[src/rtl/tc_pkg.sv]
package tc_pkg;

  typedef enum logic [1:0] {
    PWM_IDLE = 2'd0,
    PWM_WAIT = 2'd1,
    PWM_RUN  = 2'd2
  } pwm_state_e;

  // Q1=0 .. Q4=3 in rotation order
  function automatic logic [1:0] quad_idx(input logic sin_neg, input logic cos_neg);
    return {sin_neg, sin_neg ^ cos_neg};
  endfunction

endpackage

[src/rtl/tc_cmd_detect.sv]
module tc_cmd_detect #(
  parameter int START_CYC = 31250,
  parameter int RESET_CYC = 275000
) (
  input  logic clk_i,
  input  logic rst_ni,
  input  logic pin_i,
  input  logic drive_i,
  output logic start_o,
  output logic clear_o,
  output logic active_o
);

  localparam int RUN_W = $clog2(RESET_CYC + 1);
  localparam logic [RUN_W-1:0] START_LIM = RUN_W'(START_CYC);
  localparam logic [RUN_W-1:0] RESET_LIM = RUN_W'(RESET_CYC);

  logic s1_q, s2_q, s3_q;
  logic d1_q, d2_q;
  logic [RUN_W-1:0] run_q;
  logic ext_q, start_q, clear_q, active_q;
  logic rise;

  assign rise = s2_q & ~s3_q;

  always_ff @(posedge clk_i or negedge rst_ni) begin
    if (!rst_ni) begin
      s1_q <= 1'b1;
      s2_q <= 1'b1;
      s3_q <= 1'b1;
      d1_q <= 1'b0;
      d2_q <= 1'b0;
    end else begin
      s1_q <= pin_i;
      s2_q <= s1_q;
      s3_q <= s2_q;
      // own drive delayed to line up with the synchroniser
      d1_q <= drive_i;
      d2_q <= d1_q;
    end
  end

  always_ff @(posedge clk_i or negedge rst_ni) begin
    if (!rst_ni) begin
      run_q <= '0;
      ext_q <= 1'b0;
    end else if (!s2_q) begin
      if (run_q != RESET_LIM) run_q <= run_q + 1'b1;
      if (!d2_q) ext_q <= 1'b1;
    end else begin
      run_q <= '0;
      ext_q <= 1'b0;
    end
  end

  always_ff @(posedge clk_i or negedge rst_ni) begin
    if (!rst_ni) begin
      start_q  <= 1'b0;
      clear_q  <= 1'b0;
      active_q <= 1'b0;
    end else begin
      start_q <= rise && ext_q && (run_q >= START_LIM);
      clear_q <= rise && ext_q && (run_q >= RESET_LIM);
      if (start_q) active_q <= 1'b1;
    end
  end

  assign start_o  = start_q;
  assign clear_o  = clear_q;
  assign active_o = active_q;

  p_clear_is_start_r7: assert property (@(posedge clk_i) disable iff (!rst_ni)
    clear_q |-> start_q);
  p_active_sticky_r6: assert property (@(posedge clk_i) disable iff (!rst_ni)
    $past(active_q) |-> active_q);
  p_short_low_ignored_r5: assert property (@(posedge clk_i) disable iff (!rst_ni)
    start_q |-> ($past(run_q) >= START_LIM));

endmodule

[src/rtl/tc_turn_count.sv]
module tc_turn_count
  import tc_pkg::*;
#(
  parameter int COUNT_W = 11
) (
  input  logic                      clk_i,
  input  logic                      rst_ni,
  input  logic                      en_i,
  input  logic                      clr_i,
  input  logic                      sin_neg_i,
  input  logic                      cos_neg_i,
  output logic signed [COUNT_W-1:0] count_o
);

  localparam logic signed [COUNT_W-1:0] CMAX = {1'b0, {(COUNT_W-1){1'b1}}};
  localparam logic signed [COUNT_W-1:0] CMIN = {1'b1, {(COUNT_W-1){1'b0}}};
  localparam logic signed [COUNT_W-1:0] ONE  = COUNT_W'(1);

  logic [1:0] q_cur, prev_q;
  logic fwd, bwd, diag;
  logic signed [COUNT_W-1:0] count_q;

  assign q_cur = quad_idx(sin_neg_i, cos_neg_i);
  assign diag  = (q_cur ^ prev_q) == 2'b10;
  assign fwd   = (prev_q == 2'd3) && (q_cur == 2'd0);
  assign bwd   = (prev_q == 2'd0) && (q_cur == 2'd3);

  always_ff @(posedge clk_i or negedge rst_ni) begin
    if (!rst_ni)                prev_q <= 2'd0;
    else if (!en_i || !diag)    prev_q <= q_cur;
  end

  always_ff @(posedge clk_i or negedge rst_ni) begin
    if (!rst_ni)                                count_q <= '0;
    else if (clr_i)                             count_q <= '0;
    else if (en_i && fwd && count_q != CMAX)    count_q <= count_q + ONE;
    else if (en_i && bwd && count_q != CMIN)    count_q <= count_q - ONE;
  end

  assign count_o = count_q;

  p_unit_step_r2: assert property (@(posedge clk_i) disable iff (!rst_ni)
    (!$past(clr_i) && count_q != $past(count_q)) |->
      (count_q == $past(count_q) + ONE || count_q == $past(count_q) - ONE));
  p_no_wrap_r4: assert property (@(posedge clk_i) disable iff (!rst_ni)
    (!$past(clr_i) && $past(count_q) == CMAX) |-> count_q != CMIN);
  p_no_wrap_low_r4: assert property (@(posedge clk_i) disable iff (!rst_ni)
    (!$past(clr_i) && $past(count_q) == CMIN) |-> count_q != CMAX);
  p_idle_frozen_r1: assert property (@(posedge clk_i) disable iff (!rst_ni)
    (!$past(en_i) && !$past(clr_i)) |-> $stable(count_q));
  p_diag_hold_r3: assert property (@(posedge clk_i) disable iff (!rst_ni)
    (en_i && diag) |=> $stable(prev_q));

endmodule

[src/rtl/tc_pwm_gen.sv]
module tc_pwm_gen
  import tc_pkg::*;
#(
  parameter int COUNT_W   = 11,
  parameter int CLK_DIV   = 39,
  parameter int START_DLY = 13750
) (
  input  logic                      clk_i,
  input  logic                      rst_ni,
  input  logic                      start_i,
  input  logic signed [COUNT_W-1:0] count_i,
  output logic                      pd_o
);

  localparam int STEPS = 2 ** COUNT_W;
  localparam int PT    = STEPS + STEPS / 4;
  localparam int MID   = PT / 2;
  localparam int PH_W  = $clog2(PT);
  localparam int DIV_W = (CLK_DIV > 1) ? $clog2(CLK_DIV) : 1;
  localparam int DLY_W = $clog2(START_DLY + 1);

  localparam logic [PH_W-1:0]  PT_V     = PH_W'(PT);
  localparam logic [PH_W-1:0]  PT_LAST  = PH_W'(PT - 1);
  localparam logic [PH_W-1:0]  MID_V    = PH_W'(MID);
  localparam logic [DIV_W-1:0] DIV_LAST = DIV_W'(CLK_DIV - 1);
  localparam logic [DLY_W-1:0] DLY_LAST = DLY_W'(START_DLY - 1);

  pwm_state_e state_q, state_n;
  logic [PH_W-1:0]  phase_q, phase_n, hi_q, hi_n, hi_calc;
  logic [DIV_W-1:0] div_q, div_n;
  logic [DLY_W-1:0] wcnt_q, wcnt_n;
  logic pd_q, pd_n, tick;
  logic signed [PH_W:0] hi_sum;

  // released time = MID + count ticks
  assign hi_sum  = $signed({1'b0, MID_V}) + (PH_W+1)'(count_i);
  assign hi_calc = hi_sum[PH_W-1:0];
  assign tick    = div_q == DIV_LAST;

  always_comb begin
    state_n = state_q;
    phase_n = phase_q;
    div_n   = div_q;
    hi_n    = hi_q;
    wcnt_n  = wcnt_q;
    unique case (state_q)
      PWM_WAIT: begin
        if (wcnt_q == DLY_LAST) begin
          state_n = PWM_RUN;
          phase_n = '0;
          div_n   = '0;
          hi_n    = hi_calc;
        end else begin
          wcnt_n = wcnt_q + 1'b1;
        end
      end
      PWM_RUN: begin
        if (tick) begin
          div_n = '0;
          if (phase_q == PT_LAST) begin
            phase_n = '0;
            hi_n    = hi_calc;
          end else begin
            phase_n = phase_q + 1'b1;
          end
        end else begin
          div_n = div_q + 1'b1;
        end
      end
      default: ;
    endcase
    if (start_i) begin
      state_n = PWM_WAIT;
      wcnt_n  = '0;
    end
    pd_n = (state_n == PWM_RUN) && (phase_n < (PT_V - hi_n));
  end

  always_ff @(posedge clk_i or negedge rst_ni) begin
    if (!rst_ni) begin
      state_q <= PWM_IDLE;
      phase_q <= '0;
      div_q   <= '0;
      hi_q    <= MID_V;
      wcnt_q  <= '0;
      pd_q    <= 1'b0;
    end else begin
      state_q <= state_n;
      phase_q <= phase_n;
      div_q   <= div_n;
      hi_q    <= hi_n;
      wcnt_q  <= wcnt_n;
      pd_q    <= pd_n;
    end
  end

  assign pd_o = pd_q;

  p_idle_released_r1: assert property (@(posedge clk_i) disable iff (!rst_ni)
    (state_q == PWM_IDLE) |-> !pd_q);
  p_wait_released_r8: assert property (@(posedge clk_i) disable iff (!rst_ni)
    (state_q == PWM_WAIT) |-> !pd_q);
  p_first_low_r8: assert property (@(posedge clk_i) disable iff (!rst_ni)
    (state_q == PWM_RUN && $past(state_q) == PWM_WAIT) |-> pd_q);
  p_restart_r6: assert property (@(posedge clk_i) disable iff (!rst_ni)
    start_i |=> (state_q == PWM_WAIT));

endmodule

[src/rtl/turns_pwm_counter.sv]
module turns_pwm_counter #(
  parameter int COUNT_W   = 11,
  parameter int CLK_DIV   = 39,
  parameter int START_CYC = 31250,
  parameter int RESET_CYC = 275000,
  parameter int START_DLY = 13750
) (
  input  logic                      clk_i,
  input  logic                      rst_ni,
  input  logic                      sin_neg_i,
  input  logic                      cos_neg_i,
  input  logic                      pin_i,
  output logic                      pd_o,
  output logic signed [COUNT_W-1:0] count_o
);

  logic start, clear, active, pd;
  logic signed [COUNT_W-1:0] count;

  tc_cmd_detect #(
    .START_CYC (START_CYC),
    .RESET_CYC (RESET_CYC)
  ) i_cmd (
    .clk_i    (clk_i),
    .rst_ni   (rst_ni),
    .pin_i    (pin_i),
    .drive_i  (pd),
    .start_o  (start),
    .clear_o  (clear),
    .active_o (active)
  );

  tc_turn_count #(
    .COUNT_W (COUNT_W)
  ) i_count (
    .clk_i     (clk_i),
    .rst_ni    (rst_ni),
    .en_i      (active),
    .clr_i     (clear),
    .sin_neg_i (sin_neg_i),
    .cos_neg_i (cos_neg_i),
    .count_o   (count)
  );

  tc_pwm_gen #(
    .COUNT_W   (COUNT_W),
    .CLK_DIV   (CLK_DIV),
    .START_DLY (START_DLY)
  ) i_pwm (
    .clk_i   (clk_i),
    .rst_ni  (rst_ni),
    .start_i (start),
    .count_i (count),
    .pd_o    (pd)
  );

  assign pd_o    = pd;
  assign count_o = count;

endmodule

[config.mk]
export PLATFORM = sky130hd
export DESIGN_NAME = turns_pwm_counter
export DESIGN_NICKNAME = d
export VERILOG_FILES = /design/src/rtl/tc_pkg.sv /design/src/rtl/tc_cmd_detect.sv /design/src/rtl/tc_turn_count.sv /design/src/rtl/tc_pwm_gen.sv /design/src/rtl/turns_pwm_counter.sv
export SDC_FILE = /design/constraint.sdc
export NUM_CORES = 1
export LEC_CHECK = 0
export ABC_AREA = 0
export BUFFER_PORTS_ARGS = -buffer_cell sky130_fd_sc_hd__buf_2
export CAP_MARGIN = 10
export CELL_PAD_IN_SITES_DETAIL_PLACEMENT = 0
export CELL_PAD_IN_SITES_GLOBAL_PLACEMENT = 1
export CORE_MARGIN = 2
export CORE_UTILIZATION = 30
export CTS_BUF_LIST = sky130_fd_sc_hd__clkbuf_4
export CTS_CLUSTER_SIZE = 16
export DETAILED_ROUTE_END_ITERATION = 7
export PLACE_DENSITY = 0.53
export SKIP_LAST_GASP = 1
export SYNTH_ARGS = -nofsm -noshare
export SYNTH_HDL_FRONTEND = slang
export SYNTH_SLANG_ARGS = --single-unit
[constraint.sdc]
create_clock -name clk_i -period 3.98 [get_ports clk_i]
set_clock_uncertainty 0.05 [all_clocks]
set_input_delay 0.398 -clock clk_i [delete_from_list [all_inputs] [get_ports clk_i]]
set_output_delay 0.398 -clock clk_i [all_outputs]
set_load 0.01 [all_outputs]
==> Flow_metrics.wiki <==
{| class="wikitable"
! Metric !! Value
|-
| Net count after synthesis || 590
|-
| Leading cell type in the layout, fill and taps excluded || sky130_fd_sc_hd__dfrtp_1
|-
| Total power per unit cell area || 264 nW/um^2
|-
| Synthesized cell area || 5170 sq um
|-
| Fill count || 1,758
|-
| Total wire length after detailed routing || roughly 13,000 microns
|-
| Total via count in the routed design || 4,164
|-
| Layout cells sized above 1 || 0.181
|-
| Post-route DRC violation count || 0
|-
| Leak Pwr || 2.84 nW
|-
| Clock edge transition at the registers on the reported setup and hold paths || 0.16 ns
|-
| Synth Area in Compound Gates || 0.137
|-
| First DRT Iteration DRCs || 196
|-
| Via count of the first global-routing pass || about 4,100
|-
| Combinational share of power || 0.022
|-
| Largest family of logic cells by synthesized area || simple AND/OR/NAND/NOR gates
|-
| Synthesized-area fraction occupied by adder cells || 0.0886
|-
| Remaining number of nets flagged by the antenna check after routing || 0
|-
| Fmax achieved || 243 MHz
|-
| Cell chosen for the clock root || sky130_fd_sc_hd__clkbuf_4
|-
| Post-synthesis simple-gate area fraction || 0.219
|-
| Count of flip-flops with a built-in enable after synthesis || 0
|-
| Layout overhead on the synthesized area || 18.1%
|-
| Worst min path class || input port to asynchronous set/reset pin
|-
| Multiplexer fraction of the synthesized cell area || 0.00992
|-
| Unrepaired setup endpoints after global routing || yes
|-
| Highest-count cells in the layout ignoring fill and taps || 83 x sky130_fd_sc_hd__dfrtp_1, 64 x sky130_fd_sc_hd__nor2_1, 47 x sky130_fd_sc_hd__buf_4
|-
| Finished Core Util || 0.365
|-
| Number of iterations in the first detailed-routing pass || 5
|-
| Core ar. || 16,700 sq um
|-
| Arrival time of the worst setup path || 4.43 ns
|-
| Clock sink count || 88
|-
| Peak supply drop || between 150 and 200 uV
|-
| Routability congestion estimate from global placement || 0.758
|-
| Number of top-level pins || 17
|-
| Seq cells post-synth || 88
|-
| Largest fanout on the critical path || 3
|-
| Async set-or-reset flop fraction in the synthesized netlist || 1.00
|-
| Least setup slack across all paths after layout || -0.134 ns
|-
| Average detailed-routed wire length per instance || ~15 microns
|-
| Number of unique standard cell types used by synthesis || 60
|-
| Main flop type after synthesis || sky130_fd_sc_hd__dfrtp_1
|-
| Kind of capture point of the worst setup path || flip-flop
|-
| Die Y || 135 microns
|-
| Violated checks || hold timing, setup timing
|-
| Power consumption || 1.61 mW
|-
| Die span in x || about 140 microns
|-
| Tcrit/Tclk final || 1.03
|-
| Cell Int Power || between 1 and 1.5 mW
|-
| Layout Nets || 650
|-
| Number of buffer and inverter stages on the critical path || 2
|-
| Clock latency reported for the late side of the worst-skew pair || 0.46 ns
|-
| Required @ worst endpoint || 4.30 ns
|-
| Port Buffers || 16
|-
| Crit-path leading delay family || compound AO/OA/AOI/OAI gates
|-
| Wire length of the first global-routing pass || between 20,000 and 25,000 microns
|-
| CP Class || flip-flop to flip-flop
|-
| Shortest clock period the worst path allows after layout || 4.11 ns
|-
| Fin Hold WS || -0.0141 ns
|-
| Total clock buffers created by CTS || 9
|-
| Global router's overall resource usage || 0.146
|-
| Max Root-Sink Buffers || 2
|-
| H-Tree Depth || 3
|-
| Final setup vio count || 1
|-
| Total count of hold-check failures in the final report || 4
|-
| Synthesized instance count || around 550
|-
| Remaining Overflow, GRT || 0
|-
| Share of power burned in registers || 0.565
|-
| Critical Path Slowest Stage Cell || sky130_fd_sc_hd__or4_4
|-
| Sequential share of the synthesized area || 0.427
|-
| # Max-Cap Violations || 0
|-
| Worst-Margin Slew || 0.932 ns
|-
| Effective utilization at floorplan || 0.309
|-
| Max-slew violations || 0
|-
| Share of the synthesized netlist area taken by xor and xnor gates || 0.0847
|-
| Via density per instance || approximately 5
|-
| Crit start category || flip-flop
|-
| Number of antenna violations at the first check in global routing || 1
|-
| Largest net degree at the start of global routing || 70
|-
| Warnings, synthesis || 0
|-
| Switching component of the power || between 0.3 and 0.4 mW
|-
| Register-to-Register Setup Slack || -0.13 ns
|-
| Cell chain of the critical path || inv_1, ha_2, nand4b_1, or4_4, a211o_4, a22oi_2, ha_2, inv_1, a2111o_1, o31a_1, xnor2_2, ha_1, a21o_1, a221oi_2, o2111ai_2, a41oi_1
|-
| Delay contributed by the slowest stage of the critical path || 0.51 ns
|-
| Average size of a mapped cell || approximately 9.4 sq um
|-
| Clock network fraction of design power || 0.412
|-
| Status || complete, but fails checks
|-
| Number of placement rows || 47
|-
| Floorplan die area || 18,300 sq um
|-
| TritonCTS clock tree || done
|-
| Final HPWL from detailed placement || 9000 microns
|-
| Slew HR || 0.379
|-
| Switching fraction of total power || 0.233
|}
==> stage by stage <==
step / cells / setup TNS, ns / setup WS, ns / hold WS (ns) / area [sq um]
3_5_place_dp: 811 / -0.212 / -0.212 / 0.295 / 5790
3_3_place_gp: 811 / -0.0226 / -0.0226 / 0.289 / 5790
5_1_grt: 835 / -0.383 / -0.383 / 0.0443 / 6100
4_1_cts: 832 / -0.134 / -0.134 / 0.00784 / 6040
6_report: 835 / -0.134 / -0.134 / -0.0141 / 6100
2_1_floorplan: 549 / -0.137 / -0.137 / 0.0524 / 5200
==> cell families (layout without fill, tap and decap cells) <==
group / Yosys count / in the layout
AOI/OAI and AO/OA: 104 / 104
xor gates and xnor gates: 50 / 50
adders and majority gates: 36 / 36
buffers and inverters: 45 / 110
DFF: 88 / 88
muxes: 5 / 5
other: 0 / 1
and+or+nand+nor: 221 / 221
==> layout make-up <==
class	instances	area (sq um)	share of cell area
clock buffer	9	67.6	0.0111
multi-input combinational	416	2860	0.469
tap	220	275	0.0451
timing repair buffer	64	453	0.0742
clock inverter	7	124	0.0203
sequential	88	2210	0.362
inverter	30	113	0.0185
antenna	1	2.50	0.000410
==> worst reg2reg max path, delay by kind of cell (launching register included) <==
kind | cells | cell delay, ns
buf+inv | 2 | 0.11
simple gates | 2 | 0.61
flops | 1 | 0.41
fa+ha+maj | 3 | 0.70
xor+xnor | 1 | 0.15
compound gates | 8 | 1.98
==> what timing repair did <==
item | 4_1_cts | 5_1_grt
resized for setup | 4 | 7
hold endpoints to repair | 1 | 0
pin swaps | 9 | 8
endpoints found under the setup margin | 1 | 1
buffers inserted | 4 | 2
hold buffers | 1 | 0
==> path summary, 6_finish.rpt <==
kind,from,endpoint,depth (start not counted)
min in group clk_i,cos_neg_i,i_count.prev_q[0],3
max reg2reg,i_pwm.div_q[0],i_pwm.pd_o,16
min,rst_ni,i_pwm.div_q[2],1
max in group asynchronous,rst_ni,i_cmd.s3_q,2
max,i_pwm.div_q[0],i_pwm.pd_o,16
min reg2reg,i_cmd.s1_q,i_cmd.s2_q,0
==> metal layers <==
layer  GRT usage  vias up  wire length (microns)
li1            -     2092                      -
met1       0.198     2018                   6210
met2       0.236       42                   5880
met3      0.0243       12                    252
met4      0.0515        0                    168
met5           0        -                      0
==> power by group through the flow <==
stage               Combinational, mW  Sequential (mW)  Clock (mW)
CTS                            0.0384            0.912       0.700
global placement               0.0361            0.928           0
global route                   0.0427            0.913       0.730
finish                         0.0358            0.911       0.665
detailed placement             0.0375            0.928           0
floorplan                      0.0163            0.922           0
==> Yosys cell counts (all sizes together), types with 4 or more instances <==
cell,count,area (sq um)
o21ai,31,155
o31ai,4,30.0
nor2,65,244
dfstp,5,131
and3,9,56.3
nor3,12,60.1
xnor2,21,184
a22o,9,87.6
a21o,4,30.0
or2,8,50.1
a21oi,21,105
nand4,13,81.3
a22oi,6,45.0
or3,4,25.0
and4,4,35.0
mux2i,4,40.0
nand2b,7,43.8
nand4b,6,52.6
nand2,36,135
a31oi,5,31.3
xor2,29,254
nand3,33,165
inv,30,113
ha,35,438
dfrtp,83,2080
clkbuf,14,52.6
nor2b,5,31.3
==> flip-flops by register name (all words and copies together) (netlist names), 2 cells and up <==
name and cells:
i_count.count_o 11, i_pwm.phase_q 12, i_pwm.div_q 6, i_pwm.state_q 2, i_count.prev_q 2, i_cmd.run_q 19, i_pwm.hi_q 12, i_pwm.wcnt_q 14
No activity file was read; power rests on OpenSTA's default activity.
